==> src/rtl/mbx_irq_pkg.sv <==
package mbx_irq_pkg;

    typedef enum logic [1:0] {
        ACC_IDLE  = 2'd0,
        ACC_READ  = 2'd1,
        ACC_WRITE = 2'd2
    } acc_kind_t;

    typedef struct packed {
        acc_kind_t kind;
        logic      hit_outbox;
        logic      hit_inbox;
    } port_evt_t;

    localparam int unsigned NUM_SIDES = 2;
    localparam int unsigned SIDE_L    = 0;
    localparam int unsigned SIDE_R    = 1;

    // Classify one side's strobes; a write wins over an enabled output.
    function automatic acc_kind_t classify(input logic cs_n, input logic we_n, input logic oe_n);
        if (cs_n)
            return ACC_IDLE;
        else if (!we_n)
            return ACC_WRITE;
        else if (!oe_n)
            return ACC_READ;
        else
            return ACC_IDLE;
    endfunction

    function automatic int unsigned peer_of(input int unsigned side);
        return (side == SIDE_L) ? SIDE_R : SIDE_L;
    endfunction

endpackage

==> src/rtl/mbx_port_decode.sv <==
module mbx_port_decode
    import mbx_irq_pkg::*;
#(
    parameter int unsigned ADDR_W = 11,
    parameter logic [ADDR_W-1:0] OUTBOX = '1,
    parameter logic [ADDR_W-1:0] INBOX  = '1
) (
    input  logic              cs_n,
    input  logic              we_n,
    input  logic              oe_n,
    input  logic [ADDR_W-1:0] addr,
    output port_evt_t         evt
);

    always_comb begin
        evt.kind       = classify(cs_n, we_n, oe_n);
        evt.hit_outbox = (addr == OUTBOX);
        evt.hit_inbox  = (addr == INBOX);
    end

endmodule

==> src/rtl/mbx_flag.sv <==
module mbx_flag (
    input  logic clk,
    input  logic rst,
    input  logic set_req,
    input  logic clr_req,
    output logic pending_q
);

    logic pending_d;

    // Posting wins over consuming so a fresh message survives.
    always_comb begin
        pending_d = pending_q;
        if (clr_req)
            pending_d = 1'b0;
        if (set_req)
            pending_d = 1'b1;
    end

    always_ff @(posedge clk) begin
        if (rst)
            pending_q <= 1'b0;
        else
            pending_q <= pending_d;
    end

endmodule

==> src/rtl/mbx_irq_top.sv <==
module mbx_irq_top
    import mbx_irq_pkg::*;
#(
    parameter int unsigned ADDR_W = 11
) (
    input  logic              clk,
    input  logic              rst,
    input  logic              l_cs_n,
    input  logic              l_we_n,
    input  logic              l_oe_n,
    input  logic [ADDR_W-1:0] l_addr,
    input  logic              r_cs_n,
    input  logic              r_we_n,
    input  logic              r_oe_n,
    input  logic [ADDR_W-1:0] r_addr,
    output logic              l_irq_n,
    output logic              r_irq_n
);

    localparam logic [ADDR_W-1:0] BOX_TO_R = {ADDR_W{1'b1}};
    localparam logic [ADDR_W-1:0] BOX_TO_L = BOX_TO_R - 1'b1;

    logic [NUM_SIDES-1:0]              cs_n_v, we_n_v, oe_n_v;
    logic [NUM_SIDES-1:0][ADDR_W-1:0]  addr_v;
    port_evt_t [NUM_SIDES-1:0]         evt_v;
    logic [NUM_SIDES-1:0]              pending_v;

    always_comb begin
        cs_n_v[SIDE_L] = l_cs_n;
        we_n_v[SIDE_L] = l_we_n;
        oe_n_v[SIDE_L] = l_oe_n;
        addr_v[SIDE_L] = l_addr;
        cs_n_v[SIDE_R] = r_cs_n;
        we_n_v[SIDE_R] = r_we_n;
        oe_n_v[SIDE_R] = r_oe_n;
        addr_v[SIDE_R] = r_addr;
    end

    for (genvar s = 0; s < NUM_SIDES; s++) begin : g_side
        localparam logic [ADDR_W-1:0] MY_OUT = (s == SIDE_L) ? BOX_TO_R : BOX_TO_L;
        localparam logic [ADDR_W-1:0] MY_IN  = (s == SIDE_L) ? BOX_TO_L : BOX_TO_R;
        localparam int unsigned       PEER   = peer_of(s);

        logic set_req, clr_req;

        mbx_port_decode #(
            .ADDR_W (ADDR_W),
            .OUTBOX (MY_OUT),
            .INBOX  (MY_IN)
        ) u_dec (
            .cs_n (cs_n_v[s]),
            .we_n (we_n_v[s]),
            .oe_n (oe_n_v[s]),
            .addr (addr_v[s]),
            .evt  (evt_v[s])
        );

        // Flag s belongs to the receiving side s.
        assign set_req = (evt_v[PEER].kind == ACC_WRITE) && evt_v[PEER].hit_outbox;
        assign clr_req = (evt_v[s].kind == ACC_READ) && evt_v[s].hit_inbox;

        mbx_flag u_flag (
            .clk       (clk),
            .rst       (rst),
            .set_req   (set_req),
            .clr_req   (clr_req),
            .pending_q (pending_v[s])
        );
    end

    assign l_irq_n = ~pending_v[SIDE_L];
    assign r_irq_n = ~pending_v[SIDE_R];

endmodule

==> config.mk <==
export PLATFORM = sky130hd
export DESIGN_NAME = mbx_irq_top
export DESIGN_NICKNAME = d
export VERILOG_FILES = /design/src/rtl/mbx_irq_pkg.sv /design/src/rtl/mbx_port_decode.sv /design/src/rtl/mbx_flag.sv /design/src/rtl/mbx_irq_top.sv
export SDC_FILE = /design/constraint.sdc
export NUM_CORES = 1
export LEC_CHECK = 0
export BUFFER_PORTS_ARGS = -buffer_cell sky130_fd_sc_hd__buf_2
export CAP_MARGIN = 25
export CORE_AREA = 2 2 39 41
export DETAILED_ROUTE_END_ITERATION = 7
export DIE_AREA = 0 0 41 43
export MAX_ROUTING_LAYER = met4
export SETUP_SLACK_MARGIN = 0.4
export SLEW_MARGIN = 10
export SYNTH_ARGS = -nofsm -noshare
export SYNTH_HDL_FRONTEND = slang
export SYNTH_SLANG_ARGS = --single-unit
==> constraint.sdc <==
create_clock -name clk -period 1.26 [get_ports clk]
set_input_delay 0.189 -clock clk [delete_from_list [all_inputs] [get_ports clk]]
set_output_delay 0.189 -clock clk [all_outputs]
set_load 0.005 [all_outputs]
==> results of run 1 <==
-- worst paths after layout --
check	from	end	slack (ns)	cells past startpoint
worst max register to register	g_side[0].u_flag.pending_q	g_side[0].u_flag.pending_q	0.48	3
worst min register to register	g_side[1].u_flag.pending_q	g_side[1].u_flag.pending_q	0.47	2
worst max-delay path	g_side[1].u_flag.pending_q	r_irq_n	0.39	2
worst min-delay path	rst	g_side[1].u_flag.pending_q	0.21	2
-- Yosys cell counts --
library cell  instances  area (µm²)
or3b_1                1        8.76
inv_1                 2        7.51
nor4_2                1        12.5
or3_1                 3        18.8
nor4_1                1        6.26
nor2_1                1        3.75
nand4b_1              2        17.5
o32ai_1               2        17.5
nand2_1               1        3.75
nand4_1               2        12.5
nand3b_1              1        7.51
dfxtp_1               2        40.0
nand3_1               2        10.0
-- what timing repair did --
item / CTS / global route
setup endpoints to repair: 2 / 3
resized for setup: 0 / 7
setup buffers: 1 / 0
pin swaps: 0 / 1
hold buffers: 0 / 0
cloned: 0 / 0
-- power groups by stage --
| stage | Clock, mW | Sequential (mW) | Combinational (mW) |
|---|---|---|---|
| 4_1_cts | 0.148 | 0.0638 | 0.0569 |
| 3_3_place_gp | 0 | 0.0646 | 0.0556 |
| 3_5_place_dp | 0 | 0.0646 | 0.0568 |
| 2_1_floorplan | 0 | 0.0646 | 0.0105 |
| 6_report | 0.146 | 0.0638 | 0.0569 |
| 5_1_grt | 0.159 | 0.0637 | 0.0637 |
-- metal layers --
metal / part of all wire, % / track usage (%)
met1: 32 / 8.31
met2: 56 / 13.8
met4: 2.9 / 14.0
met3: 9.4 / 3.14
met5: 0 / -
-- per-stage QoR --
step / setup slack (ns) / cells / area (µm²) / utilization [%]
after floorplan: 0.362 / 21 / 166 / -
after global placement: 0.210 / 68 / 342 / 24.7
after detailed placement: 0.197 / 68 / 342 / 24.7
after CTS: 0.374 / 72 / 372 / 26.9
after global routing: 0.366 / 72 / 393 / 28.4
final: 0.391 / 72 / 393 / 28.4
-- final cells by class --
type	count	share of cell area (%)
multi-input combinational	17	33.4
tap	16	5.10
clock buffer	3	5.73
inverter	2	1.91
sequential	2	10.8
timing repair buffer	32	43.0
-- cells in the final DEF, fill, tap and decap left out --
| cell | instances |
|---|---|
| nand2_1 | 1 |
| nor4_2 | 1 |
| nand3b_1 | 1 |
| or3_1 | 2 |
| buf_4 | 1 |
| or3b_1 | 1 |
| or3_4 | 1 |
| inv_2 | 2 |
| o32ai_2 | 1 |
| buf_2 | 30 |
| nor2_1 | 1 |
| o32ai_1 | 1 |
| buf_6 | 1 |
| nand3_1 | 2 |
| clkbuf_4 | 3 |
| nor4_1 | 1 |
| dfxtp_2 | 2 |
| nand4b_1 | 2 |
| nand4_1 | 2 |
-- logic make-up after synthesis --
family,synth area share [%]
AO/OA/AOI/OAI,10.5
buffers and inverters,4.51
flip-flops,24.1
AND/OR/NAND/NOR,60.9
==> flow_results.xml, run 1 <==
<?xml version="1.0" encoding="UTF-8"?>
<metrics>
  <group name="run_status">
    <metric name="outcome" unit="">completed</metric>
  </group>
  <group name="power">
    <metric name="totalPowerFinal" unit="mW">0.266</metric>
    <metric name="internal_power" unit="mW">0.207</metric>
    <metric name="power.clock.fraction" unit="%">54.7</metric>
    <metric name="power_switching" unit="mW">0.0596</metric>
    <metric name="power.sequential.fraction" unit="%">24.0</metric>
    <metric name="max-vdd-ir-drop" unit="mV">0.279</metric>
    <metric name="sw_frac_of_total" unit="%">22.4</metric>
    <metric name="pwr-share-comb" unit="%">21.3</metric>
    <metric name="power_per_cell_area" unit="nW/µm²">678</metric>
    <metric name="lkg_pwr" unit="nW">0.179</metric>
  </group>
  <group name="layout">
    <metric name="regArea" unit="µm²">42.5</metric>
    <metric name="nets" unit="">88</metric>
    <metric name="largest_register_ff_count" unit="">2</metric>
    <metric name="post_route_cells_drive_above_1_share" unit="%">75.0</metric>
    <metric name="fillerInstances" unit="">162</metric>
    <metric name="largest-register" unit="">g_side.u_flag.pending_q</metric>
    <metric name="largest_registers" unit="">g_side.u_flag.pending_q (2)</metric>
    <metric name="area_growth" unit="%">136</metric>
    <metric name="diodes" unit="">0</metric>
    <metric name="total_area_of_multi_input_combinational_cells" unit="µm²">131</metric>
  </group>
  <group name="setup_path">
    <metric name="timing_worst_setup_path_type" unit="">reg -&gt; out</metric>
    <metric name="critical-path-slowest-cell" unit="">dfxtp_2</metric>
    <metric name="timing.critical_path.slowest_cell_delay" unit="ns">0.31</metric>
    <metric name="cell_chain_of_the_critical_path" unit="">inv_2 -&gt; buf_2</metric>
    <metric name="worstPathRequired" unit="ns">1.07</metric>
    <metric name="critical_path.top_delay_family" unit="">flip-flops</metric>
    <metric name="worst_setup_path_end_kind" unit="">output port</metric>
    <metric name="worstPathBufferInverterCount" unit="">2</metric>
    <metric name="critPathMaxFanout" unit="">2</metric>
    <metric name="critical_path_arrival" unit="ns">0.68</metric>
    <metric name="startpoint_type" unit="">register</metric>
  </group>
  <group name="timing">
    <metric name="final.period_utilization" unit="%">69.0</metric>
    <metric name="drv_slew" unit="">0</metric>
    <metric name="final-setup-viol-count" unit="">0</metric>
    <metric name="clock.fmax" unit="MHz">1150</metric>
    <metric name="transition_time_of_the_tightest_slew_check_pin" unit="ns">0.264</metric>
    <metric name="timing.final.crit_period" unit="ns">0.869</metric>
    <metric name="fin_worst_skew" unit="ns">0</metric>
    <metric name="setup_tns" unit="ns">0</metric>
    <metric name="hold_viol_final" unit="">0</metric>
    <metric name="relSlewSlack" unit="%">82.3</metric>
    <metric name="rsz0062_at_grt" unit="">true</metric>
    <metric name="whs" unit="ns">0.212</metric>
  </group>
  <group name="placement">
    <metric name="place_hpwl" unit="µm">584</metric>
    <metric name="port_buffers" unit="">31</metric>
    <metric name="gp_congestion" unit="">0.697</metric>
  </group>
  <group name="logic_synthesis">
    <metric name="postSynthAreaPerCell" unit="µm²">7.92</metric>
    <metric name="mapped_nets" unit="">51</metric>
    <metric name="netlist_instances" unit="">21</metric>
    <metric name="synth_area" unit="µm²">166</metric>
    <metric name="synth.ff_latch_count" unit="">2</metric>
    <metric name="cell_variety_after_synth" unit="">13</metric>
    <metric name="synth-warning-count" unit="">0</metric>
    <metric name="synth-seq-area-share" unit="%">24.1</metric>
  </group>
  <group name="global_route">
    <metric name="grt_util_all_layers" unit="%">9.96</metric>
    <metric name="global_route_wire_length_before_repair" unit="µm">1020</metric>
    <metric name="grt_pass1_vias" unit="">292</metric>
    <metric name="grt_max_degree" unit="">5</metric>
    <metric name="antenna_found_initial" unit="">0</metric>
    <metric name="grt-ovfl-total" unit="">0</metric>
  </group>
  <group name="job">
    <metric name="maximum_capacitance_violations" unit="">0</metric>
  </group>
  <group name="floorplan">
    <metric name="die_w" unit="µm">41</metric>
    <metric name="io_pins" unit="">32</metric>
    <metric name="floorplan.initialDensity" unit="%">12.0</metric>
    <metric name="floorplan.die.height" unit="µm">43</metric>
    <metric name="rows" unit="">14</metric>
    <metric name="fp.dieArea" unit="µm²">1760</metric>
    <metric name="fp.coreArea" unit="µm²">1380</metric>
  </group>
  <group name="routing">
    <metric name="routed_wl" unit="µm">651</metric>
    <metric name="avgRoutedWirePerCell" unit="µm">9.04</metric>
    <metric name="drt_pass1_iterations" unit="">4</metric>
    <metric name="routed-via-count" unit="">313</metric>
    <metric name="drt_iter0_drc" unit="">1</metric>
    <metric name="avgViaCountPerCell" unit="">4.35</metric>
    <metric name="ant_nets" unit="">0</metric>
    <metric name="detail_route.drc_violations" unit="">0</metric>
  </group>
  <group name="clock_network">
    <metric name="cts-root-to-sink-buffers" unit="">2</metric>
    <metric name="cts_max_level" unit="">1</metric>
    <metric name="clockRootBuffer" unit="">clkbuf_4</metric>
    <metric name="tritoncts" unit="">yes</metric>
    <metric name="cts-buffers-inserted" unit="">3</metric>
    <metric name="tritoncts_num_sinks" unit="">2</metric>
    <metric name="clk-insertion-delay-late" unit="ns">0.23</metric>
    <metric name="clock_pin_slew_on_the_worst_setup_and_hold_paths" unit="ns">0.03</metric>
  </group>
  <group name="hold_path">
    <metric name="worst_hold_path_type" unit="">in -&gt; reg</metric>
  </group>
</metrics>
Power figures use the tool's default switching activity.
==> run 2, diff against run 1 <==
Clock period 1.26 ns to 0.8 ns, I/O delays scaled along.
==> flow_results.xml, run 2 (synthesized netlist as in run 1, its figures left out) <==
<?xml version="1.0" encoding="UTF-8"?>
<metrics>
  <group name="timing">
    <metric name="timing.final.ws_setup" unit="ns">0.00835</metric>
    <metric name="setup_tns" unit="ns">0</metric>
    <metric name="final.period_utilization" unit="%">99.0</metric>
    <metric name="final-setup-viol-count" unit="">0</metric>
    <metric name="timing.final.crit_period" unit="ns">0.792</metric>
    <metric name="rsz0062_at_grt" unit="">true</metric>
    <metric name="relSlewSlack" unit="%">86.4</metric>
    <metric name="clock.fmax" unit="MHz">1260</metric>
    <metric name="fin_worst_skew" unit="ns">0</metric>
    <metric name="transition_time_of_the_tightest_slew_check_pin" unit="ns">0.203</metric>
    <metric name="drv_slew" unit="">0</metric>
    <metric name="hold_viol_final" unit="">0</metric>
  </group>
  <group name="global_route">
    <metric name="grt_util_all_layers" unit="%">9.12</metric>
    <metric name="grt-ovfl-total" unit="">0</metric>
    <metric name="global_route_wire_length_before_repair" unit="µm">1040</metric>
    <metric name="antenna_found_initial" unit="">0</metric>
    <metric name="grt_pass1_vias" unit="">301</metric>
    <metric name="grt_max_degree" unit="">5</metric>
  </group>
  <group name="setup_path">
    <metric name="worstPathBufferInverterCount" unit="">2</metric>
    <metric name="critical_path_arrival" unit="ns">0.67</metric>
    <metric name="startpoint_type" unit="">register</metric>
    <metric name="critical-path-slowest-cell" unit="">dfxtp_2</metric>
    <metric name="critical_path.reg2reg.endpoint" unit="">g_side[1].u_flag.pending_q</metric>
    <metric name="critical_path.top_delay_family" unit="">flip-flops</metric>
    <metric name="worst_r2r_path_depth" unit="">2</metric>
    <metric name="worst_setup_path_end_kind" unit="">output port</metric>
    <metric name="worst_r2r_startpoint" unit="">g_side[1].u_flag.pending_q</metric>
    <metric name="worstPathRequired" unit="ns">0.68</metric>
    <metric name="timing_worst_setup_path_type" unit="">reg -&gt; out</metric>
    <metric name="cell_chain_of_the_critical_path" unit="">inv_2 -&gt; buf_2</metric>
    <metric name="critPathMaxFanout" unit="">2</metric>
    <metric name="internal_reg_to_reg_setup_slack" unit="ns">0.12</metric>
    <metric name="timing.critical_path.slowest_cell_delay" unit="ns">0.31</metric>
  </group>
  <group name="run_status">
    <metric name="outcome" unit="">completed</metric>
  </group>
  <group name="hold_path">
    <metric name="worst_hold_path_type" unit="">in -&gt; reg</metric>
    <metric name="worst_hold_path.endpoint" unit="">g_side[0].u_flag.pending_q</metric>
    <metric name="hp-start" unit="">rst</metric>
    <metric name="hold_path_depth" unit="">2</metric>
  </group>
  <group name="routing">
    <metric name="avgRoutedWirePerCell" unit="µm">8.67</metric>
    <metric name="ant_nets" unit="">0</metric>
    <metric name="routed-via-count" unit="">302</metric>
    <metric name="avgViaCountPerCell" unit="">4.19</metric>
    <metric name="detail_route.drc_violations" unit="">0</metric>
    <metric name="drt_iter0_drc" unit="">0</metric>
    <metric name="drt_pass1_iterations" unit="">1</metric>
    <metric name="routed_wl" unit="µm">624</metric>
  </group>
  <group name="clock_network">
    <metric name="cts-root-to-sink-buffers" unit="">2</metric>
    <metric name="clockRootBuffer" unit="">clkbuf_4</metric>
    <metric name="clock_pin_slew_on_the_worst_setup_and_hold_paths" unit="ns">0.03</metric>
    <metric name="tritoncts" unit="">yes</metric>
    <metric name="cts-buffers-inserted" unit="">3</metric>
    <metric name="clk-insertion-delay-late" unit="ns">0.22</metric>
    <metric name="cts_max_level" unit="">1</metric>
    <metric name="tritoncts_num_sinks" unit="">2</metric>
  </group>
  <group name="placement">
    <metric name="dp_slack" unit="ns">-0.203</metric>
    <metric name="gp_congestion" unit="">0.741</metric>
    <metric name="port_buffers" unit="">31</metric>
    <metric name="place_hpwl" unit="µm">554</metric>
    <metric name="placed_area" unit="µm²">342</metric>
  </group>
  <group name="job">
    <metric name="maximum_capacitance_violations" unit="">0</metric>
  </group>
  <group name="layout">
    <metric name="largest_register_ff_count" unit="">2</metric>
    <metric name="post_route_cells_drive_above_1_share" unit="%">75.0</metric>
    <metric name="fillerInstances" unit="">158</metric>
    <metric name="nets" unit="">88</metric>
    <metric name="total_area_of_multi_input_combinational_cells" unit="µm²">136</metric>
    <metric name="final_design_area_no_fill" unit="µm²">423</metric>
    <metric name="largest_registers" unit="">g_side.u_flag.pending_q (2)</metric>
    <metric name="regArea" unit="µm²">42.5</metric>
    <metric name="area_growth" unit="%">154</metric>
    <metric name="layout_common_cells" unit="">buf_2, buf_6, or3_1, clkbuf_4</metric>
    <metric name="diodes" unit="">0</metric>
    <metric name="mostFrequentLayoutCell" unit="">buf_2</metric>
    <metric name="largest-register" unit="">g_side.u_flag.pending_q</metric>
  </group>
  <group name="power">
    <metric name="power_switching" unit="mW">0.0916</metric>
    <metric name="power.clock.fraction" unit="%">51.8</metric>
    <metric name="lkg_pwr" unit="nW">0.195</metric>
    <metric name="power_per_cell_area" unit="nW/µm²">1020</metric>
    <metric name="power.sequential.fraction" unit="%">23.3</metric>
    <metric name="sw_frac_of_total" unit="%">21.2</metric>
    <metric name="internal_power" unit="mW">0.340</metric>
    <metric name="pwr-share-comb" unit="%">25.0</metric>
    <metric name="max-vdd-ir-drop" unit="mV">0.458</metric>
  </group>
  <group name="floorplan">
    <metric name="die_w" unit="µm">41</metric>
    <metric name="io_pins" unit="">32</metric>
    <metric name="floorplan.initialDensity" unit="%">12.0</metric>
    <metric name="fp.coreArea" unit="µm²">1380</metric>
    <metric name="rows" unit="">14</metric>
    <metric name="fp.dieArea" unit="µm²">1760</metric>
    <metric name="floorplan.die.height" unit="µm">43</metric>
  </group>
</metrics>
==> run 2: cell counts in the layout (fill, tap and decap cells not counted) <==
No cell type changed its count.
==> run 2: power groups by stage <==
stage / Sequential (mW) / Combinational (mW) / Clock, mW
after detailed placement: 0.102 / 0.0893 / 0
after CTS: 0.101 / 0.107 / 0.231
after global routing: 0.100 / 0.120 / 0.246
final: 0.100 / 0.108 / 0.224
after floorplan: 0.102 / 0.0165 / 0
after global placement: 0.102 / 0.0871 / 0
==> run 2: stage by stage <==
step	utilization (%)	cells	hold slack, ns	power (mW)
2_1_floorplan	-	21	0.237	0.118
3_3_place_gp	24.7	68	0.378	0.189
3_5_place_dp	24.7	68	0.382	0.191
4_1_cts	29.7	72	0.146	0.438
5_1_grt	30.6	72	0.145	0.467
6_report	30.6	72	0.144	0.432
==> run 2: how the worst max path moves through the flow <==
stage,start,to,cells after the start
6_report,g_side[1].u_flag.pending_q,r_irq_n,2
5_1_grt,g_side[1].u_flag.pending_q,r_irq_n,2
4_1_cts,g_side[0].u_flag.pending_q,l_irq_n,2
3_5_place_dp,r_cs_n,g_side[1].u_flag.pending_q,4
3_3_place_gp,r_cs_n,g_side[1].u_flag.pending_q,4
2_1_floorplan,l_oe_n,g_side[0].u_flag.pending_q,3
==> run 2: final cells by class <==
type,count,area share [%]
Sequential cell,2,10.1
Timing Repair Buffer,32,45.9
Multi-Input combinational cell,17,32.2
Tap cell,16,4.73
Inverter,2,1.78
Clock buffer,3,5.33
==> run 2: worst register-to-register path, delay by kind of cell (launching register included) <==
kind / cells / cell delay (ns)
flip-flops: 1 / 0.31
AO/OA/AOI/OAI: 1 / 0.24
buffers and inverters: 1 / 0.03
==> run 2: metal layers <==
layer / global-route usage [%] / up-vias / part of all wire, %
met5: - / - / 0
met4: 8.00 / 0 / 0
li1: - / 157 / -
met1: 8.25 / 130 / 36
met3: 3.14 / 0 / 7.5
met2: 14.1 / 15 / 56
==> run 2: what timing repair did <==
item,4_1_cts,5_1_grt
hold buffers,0,0
setup endpoints to repair,4,4
gates resized for setup,6,6
pin swaps,2,2
buffers inserted,1,0
==> run 3, diff against run 2 <==
Settings changed: PLACE_DENSITY set to 0.43.
==> flow_results.xml, run 3 (synthesized netlist as in run 1, its figures left out) <==
<?xml version="1.0" encoding="UTF-8"?>
<metrics>
  <group name="run_status">
    <metric name="outcome" unit="">completed</metric>
  </group>
  <group name="timing">
    <metric name="fin_worst_skew" unit="ns">0</metric>
    <metric name="final.period_utilization" unit="%">99.8</metric>
    <metric name="whs" unit="ns">0.179</metric>
    <metric name="timing.final.ws_setup" unit="ns">0.00136</metric>
    <metric name="drv_slew" unit="">0</metric>
    <metric name="clock.fmax" unit="MHz">1250</metric>
    <metric name="timing.final.crit_period" unit="ns">0.799</metric>
    <metric name="transition_time_of_the_tightest_slew_check_pin" unit="ns">0.255</metric>
    <metric name="rsz0062_at_grt" unit="">true</metric>
    <metric name="relSlewSlack" unit="%">82.9</metric>
    <metric name="final-setup-viol-count" unit="">0</metric>
    <metric name="hold_viol_final" unit="">0</metric>
  </group>
  <group name="routing">
    <metric name="detail_route.drc_violations" unit="">0</metric>
    <metric name="drt_pass1_iterations" unit="">2</metric>
    <metric name="ant_nets" unit="">0</metric>
    <metric name="avgViaCountPerCell" unit="">4.21</metric>
    <metric name="routed-via-count" unit="">307</metric>
    <metric name="avgRoutedWirePerCell" unit="µm">8.78</metric>
    <metric name="routed_wl" unit="µm">641</metric>
    <metric name="drt_iter0_drc" unit="">1</metric>
  </group>
  <group name="clock_network">
    <metric name="tritoncts_num_sinks" unit="">2</metric>
    <metric name="tritoncts" unit="">yes</metric>
    <metric name="clk-insertion-delay-late" unit="ns">0.22</metric>
    <metric name="clock_pin_slew_on_the_worst_setup_and_hold_paths" unit="ns">0.03</metric>
    <metric name="clockRootBuffer" unit="">clkbuf_4</metric>
    <metric name="cts_max_level" unit="">1</metric>
    <metric name="cts-root-to-sink-buffers" unit="">2</metric>
    <metric name="cts-buffers-inserted" unit="">3</metric>
  </group>
  <group name="power">
    <metric name="power_per_cell_area" unit="nW/µm²">1070</metric>
    <metric name="lkg_pwr" unit="nW">0.182</metric>
    <metric name="max-vdd-ir-drop" unit="mV">0.240</metric>
  </group>
  <group name="layout">
    <metric name="area_growth" unit="%">138</metric>
    <metric name="layout_common_cells" unit="">buf_2, or3_1, clkbuf_4</metric>
    <metric name="post_route_cells_drive_above_1_share" unit="%">70.2</metric>
    <metric name="largest-register" unit="">g_side.u_flag.pending_q</metric>
    <metric name="fillerInstances" unit="">158</metric>
    <metric name="mostFrequentLayoutCell" unit="">buf_2</metric>
    <metric name="diodes" unit="">0</metric>
    <metric name="nets" unit="">89</metric>
    <metric name="largest_registers" unit="">g_side.u_flag.pending_q (2)</metric>
    <metric name="largest_register_ff_count" unit="">2</metric>
  </group>
  <group name="setup_path">
    <metric name="timing.critical_path.slowest_cell_delay" unit="ns">0.29</metric>
    <metric name="critical-path-slowest-cell" unit="">dfxtp_1</metric>
    <metric name="startpoint_type" unit="">register</metric>
    <metric name="worst_r2r_path_depth" unit="">2</metric>
    <metric name="timing_worst_setup_path_type" unit="">reg -&gt; out</metric>
    <metric name="worstPathRequired" unit="ns">0.68</metric>
    <metric name="critPathMaxFanout" unit="">2</metric>
    <metric name="worst_setup_path_end_kind" unit="">output port</metric>
    <metric name="cell_chain_of_the_critical_path" unit="">inv_1 -&gt; buf_2</metric>
    <metric name="critical_path_arrival" unit="ns">0.68</metric>
  </group>
  <group name="global_route">
    <metric name="grt_max_degree" unit="">4</metric>
    <metric name="grt_util_all_layers" unit="%">8.09</metric>
    <metric name="grt-ovfl-total" unit="">0</metric>
    <metric name="global_route_wire_length_before_repair" unit="µm">945</metric>
    <metric name="antenna_found_initial" unit="">0</metric>
    <metric name="grt_pass1_vias" unit="">298</metric>
  </group>
  <group name="floorplan">
    <metric name="io_pins" unit="">32</metric>
    <metric name="fp.coreArea" unit="µm²">1380</metric>
    <metric name="fp.dieArea" unit="µm²">1760</metric>
    <metric name="floorplan.die.height" unit="µm">43</metric>
    <metric name="die_w" unit="µm">41</metric>
    <metric name="floorplan.initialDensity" unit="%">12.0</metric>
    <metric name="rows" unit="">14</metric>
  </group>
  <group name="placement">
    <metric name="port_buffers" unit="">31</metric>
    <metric name="gp_congestion" unit="">0.630</metric>
    <metric name="dp_slack" unit="ns">-0.228</metric>
  </group>
  <group name="hold_path">
    <metric name="hold_path_depth" unit="">3</metric>
    <metric name="worst_hold_path_type" unit="">in -&gt; reg</metric>
  </group>
  <group name="job">
    <metric name="maximum_capacitance_violations" unit="">0</metric>
  </group>
</metrics>
==> run 3: cell types whose count changed in the layout (fill, tap and decap cells not counted), sizes merged <==
cell  delta
buf      +1
==> run 3: routing by layer <==
| layer | part of all wire, % | GRT usage, % | wire, µm | vias up |
|---|---|---|---|---|
| met1 | 32 | 6.98 | 207 | 131 |
| met2 | 58 | 14.1 | 373 | 16 |
| met4 | 0 | 6.00 | 0 | 0 |
| met5 | 0 | - | 0 | - |
| li1 | - | - | - | 160 |
| met3 | 9.4 | 1.57 | 60 | 0 |
==> run 3: where the power goes <==
part           total [mW]  switching (mW)  internal (mW)  leakage [nW]
Clock               0.223          0.0572          0.165        0.0138
Sequential          0.101      0.00000600          0.101        0.0166
Combinational      0.0990          0.0301         0.0688         0.151
==> run 3: cell type report <==
cell class                 instances  area, µm²  area share [%]
clock buffer                       3       22.5            5.70
sequential                         2       41.3            10.4
multi-input combinational         17        121            30.7
timing repair buffer              33        183            46.2
tap                               16       20.0            5.06
inverter                           2       7.51            1.90
==> run 3: worst max-delay path: cells and delay by family (launching register included) <==
kind | cells | cell delay [ns]
flops | 1 | 0.29
buf+inv | 2 | 0.17
==> run 3: final timing paths <==
| kind | startpoint | end | slack [ns] |
|---|---|---|---|
| setup reg to reg | g_side[0].u_flag.pending_q | g_side[0].u_flag.pending_q | 0.08 |
| hold reg to reg | g_side[1].u_flag.pending_q | g_side[1].u_flag.pending_q | 0.48 |
| setup / recovery | g_side[1].u_flag.pending_q | r_irq_n | 0.001 |
| hold / removal | l_addr[0] | g_side[1].u_flag.pending_q | 0.18 |
==> run 3: timing repair <==
| item | in CTS | in global routing |
|---|---|---|
| endpoints found under the setup margin | 4 | 4 |
| pin swaps | 1 | 2 |
| hold buffers | 0 | 0 |
| setup buffers | 0 | 0 |
| resized for setup | 1 | 4 |
==> run 3: through the flow <==
| step | cell area (µm²) | total power, mW | instances | util, % | setup TNS (ns) |
|---|---|---|---|---|---|
| floorplan | 166 | 0.118 | 21 | - | -0.0286 |
| finish | 395 | 0.422 | 73 | 28.6 | 0 |
| CTS | 385 | 0.433 | 73 | 27.8 | -0.0250 |
| global route | 395 | 0.443 | 73 | 28.6 | -0.0713 |
| detailed placement | 357 | 0.197 | 70 | 25.8 | -0.376 |
| global placement | 357 | 0.196 | 70 | 25.8 | -0.342 |
